File: config.mk
export PLATFORM = sky130hd
export DESIGN_NAME = brg_irq_status
export DESIGN_NICKNAME = d
export VERILOG_FILES = /design/src/rtl/brg_irq_pkg.sv /design/src/rtl/brg_sticky_bit.sv /design/src/rtl/brg_irq_combine.sv /design/src/rtl/brg_irq_status.sv
export SDC_FILE = /design/constraint.sdc
export NUM_CORES = 1
export LEC_CHECK = 0
export BUFFER_PORTS_ARGS = -buffer_cell sky130_fd_sc_hd__buf_4
export CORE_UTILIZATION = 23
export CTS_CLUSTER_DIAMETER = 150
export DETAILED_ROUTE_END_ITERATION = 16
export PLACE_DENSITY = 0.84
export SLEW_MARGIN = 20
export SYNTH_ARGS = -nofsm -noshare
export SYNTH_HDL_FRONTEND = slang
export SYNTH_SLANG_ARGS = --single-unit
export TNS_END_PERCENT = 10
File: constraint.sdc
create_clock -name clk -period 2.7 [get_ports clk]
set_input_delay 0.81 -clock clk [delete_from_list [all_inputs] [get_ports clk]]
set_output_delay 0.81 -clock clk [all_outputs]
set_load 0.03 [all_outputs]
File: src/rtl/brg_irq_pkg.sv
`timescale 1ns/1ps
package brg_irq_pkg;
    localparam int DATA_W    = 32;
    localparam int ERR_N     = 3;
    localparam int CFG_W     = 16;
    localparam int IRQ_SRC_N = ERR_N + 1;
    localparam int POS_LIRQ  = 7;
    localparam int POS_PERR  = 8;
    localparam int POS_TABT  = 9;
    localparam int CFG_PERR  = 8;
    localparam int CFG_TABT  = 11;

    typedef struct packed {
        logic discard;
        logic rd_fail;
        logic wr_fail;
    } err_vec_t;

    typedef struct packed {
        logic tabort;
        logic perr;
        logic local_irq;
    } mirror_t;

    function automatic logic [ERR_N-1:0] present_mask(input bit has_master, input bit has_np);
        return {has_np, has_master, has_master};
    endfunction

    function automatic logic [DATA_W-1:0] compose(input logic [ERR_N-1:0] flags, input mirror_t m);
        logic [DATA_W-1:0] w;
        w              = '0;
        w[ERR_N-1:0]   = flags;
        w[POS_LIRQ]    = m.local_irq;
        w[POS_PERR]    = m.perr;
        w[POS_TABT]    = m.tabort;
        return w;
    endfunction
endpackage

File: src/rtl/brg_sticky_bit.sv
`timescale 1ns/1ps
module brg_sticky_bit #(
    parameter bit PRESENT = 1'b1
) (
    input  logic clk,
    input  logic rst,
    input  logic set_i,
    input  logic clr_i,
    output logic q_o
);
    generate
        if (PRESENT) begin : g_flop
            logic q;
            always_ff @(posedge clk) begin
                if (rst)        q <= 1'b0;
                else if (set_i) q <= 1'b1;   // a set beats a clear in the same cycle
                else if (clr_i) q <= 1'b0;
            end
            assign q_o = q;
        end else begin : g_absent
            logic unused_in;
            assign unused_in = ^{clk, rst, set_i, clr_i};
            assign q_o = 1'b0;
        end
    endgenerate
endmodule

File: src/rtl/brg_irq_combine.sv
`timescale 1ns/1ps
module brg_irq_combine #(
    parameter int N = 4
) (
    input  logic [N-1:0] src,
    input  logic [N-1:0] en,
    output logic         irq_n
);
    assign irq_n = ~(|(src & en));
endmodule

File: src/rtl/brg_irq_status.sv
`timescale 1ns/1ps
module brg_irq_status
    import brg_irq_pkg::*;
#(
    parameter bit                HAS_MASTER  = 1'b1,
    parameter bit                HAS_NP_PORT = 1'b1,
    parameter int                ADDR_W      = 8,
    parameter logic [ADDR_W-1:0] REG_OFFSET  = 'h40
) (
    input  logic                 clk,
    input  logic                 rst,
    input  logic [ADDR_W-1:0]    pci_addr,
    input  logic                 pci_wr_en,
    input  logic [DATA_W-1:0]    pci_wdata,
    output logic [DATA_W-1:0]    pci_rdata,
    input  logic                 loc_clr_en,
    input  logic [ERR_N-1:0]     loc_clr_data,
    input  logic                 ev_wr_fail,
    input  logic                 ev_rd_fail,
    input  logic                 ev_np_discard,
    input  logic                 loc_irq_in,
    input  logic [CFG_W-1:0]     cfg_status,
    input  logic [IRQ_SRC_N-1:0] irq_en,
    output logic                 irq_n
);
    localparam logic [ERR_N-1:0] PRESENT = present_mask(HAS_MASTER, HAS_NP_PORT);

    err_vec_t         ev;
    logic [ERR_N-1:0] ev_bits;
    logic             hit;
    logic [ERR_N-1:0] clr_pci, clr_loc, clr_any;
    logic [ERR_N-1:0] flag_q;
    mirror_t          mir;

    assign ev      = '{discard: ev_np_discard, rd_fail: ev_rd_fail, wr_fail: ev_wr_fail};
    assign ev_bits = ev;
    assign hit     = (pci_addr == REG_OFFSET);
    assign clr_pci = {ERR_N{pci_wr_en & hit}} & pci_wdata[ERR_N-1:0];
    assign clr_loc = {ERR_N{loc_clr_en}} & loc_clr_data;
    assign clr_any = clr_pci | clr_loc;

    generate
        for (genvar i = 0; i < ERR_N; i++) begin : g_flag
            brg_sticky_bit #(.PRESENT(PRESENT[i])) u_bit (
                .clk   (clk),
                .rst   (rst),
                .set_i (ev_bits[i]),
                .clr_i (clr_any[i]),
                .q_o   (flag_q[i])
            );
        end
    endgenerate

    assign mir = '{tabort: cfg_status[CFG_TABT], perr: cfg_status[CFG_PERR], local_irq: loc_irq_in};
    assign pci_rdata = hit ? compose(flag_q, mir) : '0;

    brg_irq_combine #(.N(IRQ_SRC_N)) u_irq (
        .src   ({loc_irq_in, flag_q}),
        .en    (irq_en),
        .irq_n (irq_n)
    );

    logic unused_bits;
    assign unused_bits = ^{pci_wdata[DATA_W-1:ERR_N], cfg_status[CFG_W-1:CFG_TABT+1],
                           cfg_status[CFG_TABT-1:CFG_PERR+1], cfg_status[CFG_PERR-1:0]};
endmodule

======== Word level (Yosys, flattened, before mapping) ========
Cells that the tools add are included.
cells by class
  equal/unequal tests ..................... 1
  mux-type cells .......................... 7
  bitwise logic cells ..................... 6
  reduce and logical (&&, ||, !) cells .... 4
operators by type and width
  kind                                                                    count
  10-bit 2-to-1 mux                                                       1
  8-bit by 7-bit equality test with 1-bit output (second input constant)  1
  3-bit AND                                                               2
  1-bit 2-to-1 mux                                                        6
  2-bit nonzero test                                                      3
  4-bit AND                                                               1
  4-bit OR reduction                                                      1
  3-bit bitwise OR                                                        1
  1-bit AND                                                               1
  1-bit inverter                                                          1
word-level totals
  bits in registers ....................... 3
  bits of input ports ..................... 71
  output and inout bits ................... 33
  logic and storage cells ................. 21

======== Longest topological paths before layout ========
  word-level depth ........................ 6
  mapped depth ............................ 4

======== Hierarchy ========
From an unflattened synthesis, not the netlist that was laid out.
unflattened totals
  cell total of the unflattened synthesis .. 66
  area total of the unflattened synthesis .. 494.2 um^2
modules (own cells, without submodules)
  module           instances  cells each  area each (um^2)  seq. area each (um^2)
  brg_irq_status   1          52          354.1             0.0
  brg_sticky_bit   3          4           38.8              20.0
  brg_irq_combine  1          2           23.8              0.0

======== Worst setup path before layout ========
No wires, ideal clock.
  path type ............................... input port to output port
  start ................................... input irq_en[0]
  end ..................................... output irq_n
  data arrival time ....................... 1.787 ns
  setup slack ............................. 0.103 ns
  stages on the path ...................... 2
  path buffers ............................ 0
  cell sequence ........................... a22o_1 > a221oi_1
between the ends
  cells in the longest elaborated chain, start to end .. 3
ends and longest elaborated chain
  what                line                  RTL
  start, declared     brg_irq_status.sv:23  input logic [IRQ_SRC_N-1:0] irq_en,
  4-bit AND           brg_irq_combine.sv:9  assign irq_n = ~(|(src & en));
  4-bit OR reduction  brg_irq_combine.sv:9
  1-bit inverter      brg_irq_combine.sv:9
  end, declared       brg_irq_status.sv:24  output logic irq_n
No other way between the ends.

======== Worst setup path after layout ========
  start ................................... input pci_addr[3]
  end ..................................... output pci_rdata[0]
between the ends
  cells in the longest elaborated chain, start to end .. 2
ends and longest elaborated chain
  what                                            line                  RTL
  start, declared                                 brg_irq_status.sv:12  input logic [ADDR_W-1:0] pci_addr,
  8-bit by 7-bit equality test with 1-bit output  brg_irq_status.sv:37  assign hit = (pci_addr == REG_OFFSET);
  10-bit 2-to-1 mux                               brg_irq_status.sv:55  assign pci_rdata = hit ? compose(flag_q, mir) : '0;
  end, declared                                   brg_irq_status.sv:15  output logic [DATA_W-1:0] pci_rdata,
No other way between the ends.

==> report_table.html <==
<table>
<tr><th>Metric</th><th>Value</th></tr>
<tr><th colspan="2">Worst setup path</th></tr>
<tr><td>Launching instance or port of the critical path</td><td>pci_addr[3]</td></tr>
<tr><td>Critical Path Fanout Max</td><td>7</td></tr>
<tr><td>Cells on worst reg2reg path</td><td>3</td></tr>
<tr><td>Type of destination of the critical path</td><td>output port</td></tr>
<tr><td>Data arrival, critical path</td><td>around 1800 ps</td></tr>
<tr><td>Register-to-Register Setup Slack</td><td>around 1900 ps</td></tr>
<tr><td>Category of the most critical setup path</td><td>in2out</td></tr>
<tr><td>Reg-to-reg startpoint</td><td>g_flag[0].u_bit.q_o</td></tr>
<tr><td>Reg-to-reg endpoint</td><td>g_flag[0].u_bit.q_o</td></tr>
<tr><td>Req. time, crit path</td><td>about 1900 ps</td></tr>
<tr><td>Launching element type of the critical path</td><td>input pin</td></tr>
<tr><th colspan="2">STA</th></tr>
<tr><td>Worst clock skew</td><td>0 ps</td></tr>
<tr><td>Time the worst path needs with I/O delays and setup</td><td>around 2600 ps</td></tr>
<tr><td>Setup violation total in the final timing report</td><td>0</td></tr>
<tr><td>Worst hold slack</td><td>between 600 and 700 ps</td></tr>
<tr><td>Setup WS post-layout</td><td>between 100 and 150 ps</td></tr>
<tr><td>Setup Total Neg Slack</td><td>0 ps</td></tr>
<tr><td>Final Max Slew Viols</td><td>0</td></tr>
<tr><td>Share of the clock period used by the worst path</td><td>95.8%</td></tr>
<tr><td>Setup repair after global routing missed its margin</td><td>no</td></tr>
<tr><td>Fin. Hold Viols</td><td>0</td></tr>
<tr><td>Fmax</td><td>387 MHz</td></tr>
<tr><th colspan="2">GRT</th></tr>
<tr><td>Vias in the first global route</td><td>around 380</td></tr>
<tr><td>Grt total ovfl</td><td>0</td></tr>
<tr><td>Total routing usage reported by global routing</td><td>between 10 and 15%</td></tr>
<tr><td>Largest net degree at the start of global routing</td><td>8</td></tr>
<tr><td>Initial antenna violation count</td><td>0</td></tr>
<tr><td>Global-route wire length before repair</td><td>~1400 µm</td></tr>
<tr><th colspan="2">CTS</th></tr>
<tr><td>CTS tree</td><td>yes</td></tr>
<tr><td>Number of CTS-inserted buffers</td><td>3</td></tr>
<tr><td>Clock latency on the worst-skew pair</td><td>230 ps</td></tr>
<tr><td>Number of clock sinks seen by CTS</td><td>3</td></tr>
<tr><td>CTS Root Buffer Type</td><td>clkbuf_4</td></tr>
<tr><td>Maximum root-to-sink buffer count</td><td>2</td></tr>
<tr><td>Maximum level of the CTS H-tree</td><td>1</td></tr>
<tr><td>Clock transition at the register clock pins on the worst setup and hold paths after CTS</td><td>around 40 ps</td></tr>
<tr><th colspan="2">Finish</th></tr>
<tr><td>Number of diodes</td><td>0</td></tr>
<tr><td>Most frequent standard cell in the layout excluding fill and tap cells</td><td>buf_4</td></tr>
<tr><td>Share of cells above drive strength 1</td><td>~41%</td></tr>
<tr><td>Max FFs per register</td><td>3</td></tr>
<tr><td>Area grow syn2layout</td><td>50.1%</td></tr>
<tr><td>Fin nets</td><td>166</td></tr>
<tr><td>Most used cells in the layout excluding fill and tap cells</td><td>buf_4 (35), conb_1 (26), and2_1 (6)</td></tr>
<tr><th colspan="2">Logic synthesis</th></tr>
<tr><td>Largest cells by area after synthesis</td><td>buf_4 (48%), dfxtp_1 (14%), and2_1 (8.8%)</td></tr>
<tr><td>Synthesis Warnings</td><td>0</td></tr>
<tr><td>Synthesized area per cell</td><td>around 7.4 µm²</td></tr>
<tr><td>Portion of the post-synthesis area used by sequential elements</td><td>between 10% and 20%</td></tr>
<tr><td>Post-synthesis sequential element count</td><td>3</td></tr>
<tr><td>Distinct cells, synth</td><td>13</td></tr>
<tr><td>Post-synthesis cell count</td><td>57</td></tr>
<tr><td>Area of the mapped netlist</td><td>424 µm²</td></tr>
<tr><td>Synth top area share</td><td>a little under half</td></tr>
<tr><td>Cell type with the highest aggregate area in the netlist</td><td>buf_4</td></tr>
<tr><th colspan="2">Placement</th></tr>
<tr><td>GPL Wtd Cong</td><td>around 0.74</td></tr>
<tr><td>Placed wire-length estimate</td><td>around 880 µm</td></tr>
<tr><td>Total of buffers placed on input and output ports</td><td>34</td></tr>
<tr><td>Pre-CTS WS</td><td>about 50 ps</td></tr>
<tr><th colspan="2">Die</th></tr>
<tr><td>Row count</td><td>15</td></tr>
<tr><td>Effective utilization at floorplan</td><td>roughly a quarter</td></tr>
<tr><td>Total Die Area</td><td>between 2000 and 2500 µm²</td></tr>
<tr><td>Area of the core</td><td>between 1500 and 2000 µm²</td></tr>
<tr><td>Top-level I/O count</td><td>approximately 100</td></tr>
<tr><td>Die Wd</td><td>44.9 µm</td></tr>
<tr><td>Die extent in y</td><td>approximately 45 µm</td></tr>
<tr><th colspan="2">Routing</th></tr>
<tr><td>Routed via count</td><td>about 420</td></tr>
<tr><td>Remaining antenna violation count</td><td>0</td></tr>
<tr><td>Drt wl/cell</td><td>8.08 µm</td></tr>
<tr><td>Final wirelength</td><td>about 960 µm</td></tr>
<tr><td>Number of violations reported at the end of detailed-routing iteration 0</td><td>6</td></tr>
<tr><td>Number of detailed-route iterations in the first pass</td><td>3</td></tr>
<tr><td>DRC violations left</td><td>0</td></tr>
<tr><td>Vias per Instance</td><td>~3.5</td></tr>
<tr><th colspan="2">Min path</th></tr>
<tr><td>Worst Hold End</td><td>g_flag[1].u_bit.q_o</td></tr>
<tr><td>Number of stages on the worst hold path</td><td>3</td></tr>
<tr><td>Start point of the worst min-delay path</td><td>g_flag[1].u_bit.q_o</td></tr>
<tr><td>Tightest Hold Check Type</td><td>reg2reg</td></tr>
<tr><th colspan="2">Flow run</th></tr>
<tr><td>Max-cap violation count</td><td>0</td></tr>
<tr><th colspan="2">Power and ir drop</th></tr>
<tr><td>P per Cell Area</td><td>approximately 350 nW/µm²</td></tr>
<tr><td>Leakage</td><td>between 0.3 and 0.4 nW</td></tr>
<tr><td>Worst voltage drop across the vdd grid</td><td>around 0.12 mV</td></tr>
<tr><th colspan="2">Status</th></tr>
<tr><td>Status</td><td>complete, no violations</td></tr>
</table>
routing by layer:
layer,vias up,GRT usage [%],wire [µm]
li1,209,-,-
met5,-,0,0
met2,34,17.4,498
met1,176,10.2,353
met3,0,3.20,109
met4,0,7.27,0
cell families (layout without fill, tap and decap cells):
kind of cell | Yosys count | after routing | share of synthesized area (%)
buffers and inverters | 27 | 39 | 47.8
AO/OA/AOI/OAI | 11 | 11 | 18.3
AND/OR/NAND/NOR | 15 | 15 | 18.9
flip-flops | 3 | 3 | 14.2
other | 1 | 26 | 0.884
critical path, cell delays in order:
cell and delay, ps:
buf_4 110, nor4_1 240, and4b_2 320, and2_1 150, buf_4 150
power breakdown:
group          total [mW]  switching (mW)  internal [mW]
registers          0.0500         0.00215         0.0478
clock network      0.0775          0.0222         0.0553
logic              0.0968          0.0634         0.0334
worst max path at each step:
stage and to:
2_1_floorplan irq_n, 3_3_place_gp pci_rdata[1], 3_5_place_dp pci_rdata[0], 4_1_cts pci_rdata[0], 5_1_grt pci_rdata[0], 6_report pci_rdata[0]
synthesized netlist by cell type:
cell type,instances
buf_4,27
and2_1,6
nor2_1,4
a21boi_0,3
a21oi_1,3
dfxtp_1,3
nand2_1,3
o21bai_1,3
a221oi_1,1
a22o_1,1
and4b_1,1
conb_1,1
nor4_1,1
timing repair:
item,CTS,global route
setup endpoints to repair,0,6
buffers inserted,0,0
gates resized for setup,0,1
hold buffers,0,0
layout make-up:
type | instances | area [µm²]
fill | 192 | 1090
timing repair buffer | 35 | 263
multi-input combinational | 52 | 256
sequential | 3 | 60.1
tap | 25 | 31.3
clock buffer | 4 | 26.3
stage by stage:
| step | utilization, % | cell area, µm² | instances | total power, mW |
|---|---|---|---|---|
| after floorplan | - | 518 | 82 | 0.140 |
| after global placement | 35.3 | 609 | 115 | 0.146 |
| after detailed placement | 35.3 | 609 | 115 | 0.147 |
| after CTS | 36.8 | 636 | 119 | 0.228 |
| after global routing | 36.9 | 637 | 119 | 0.241 |
| final | 36.9 | 637 | 119 | 0.224 |
(Power assumes the default switching activity.)
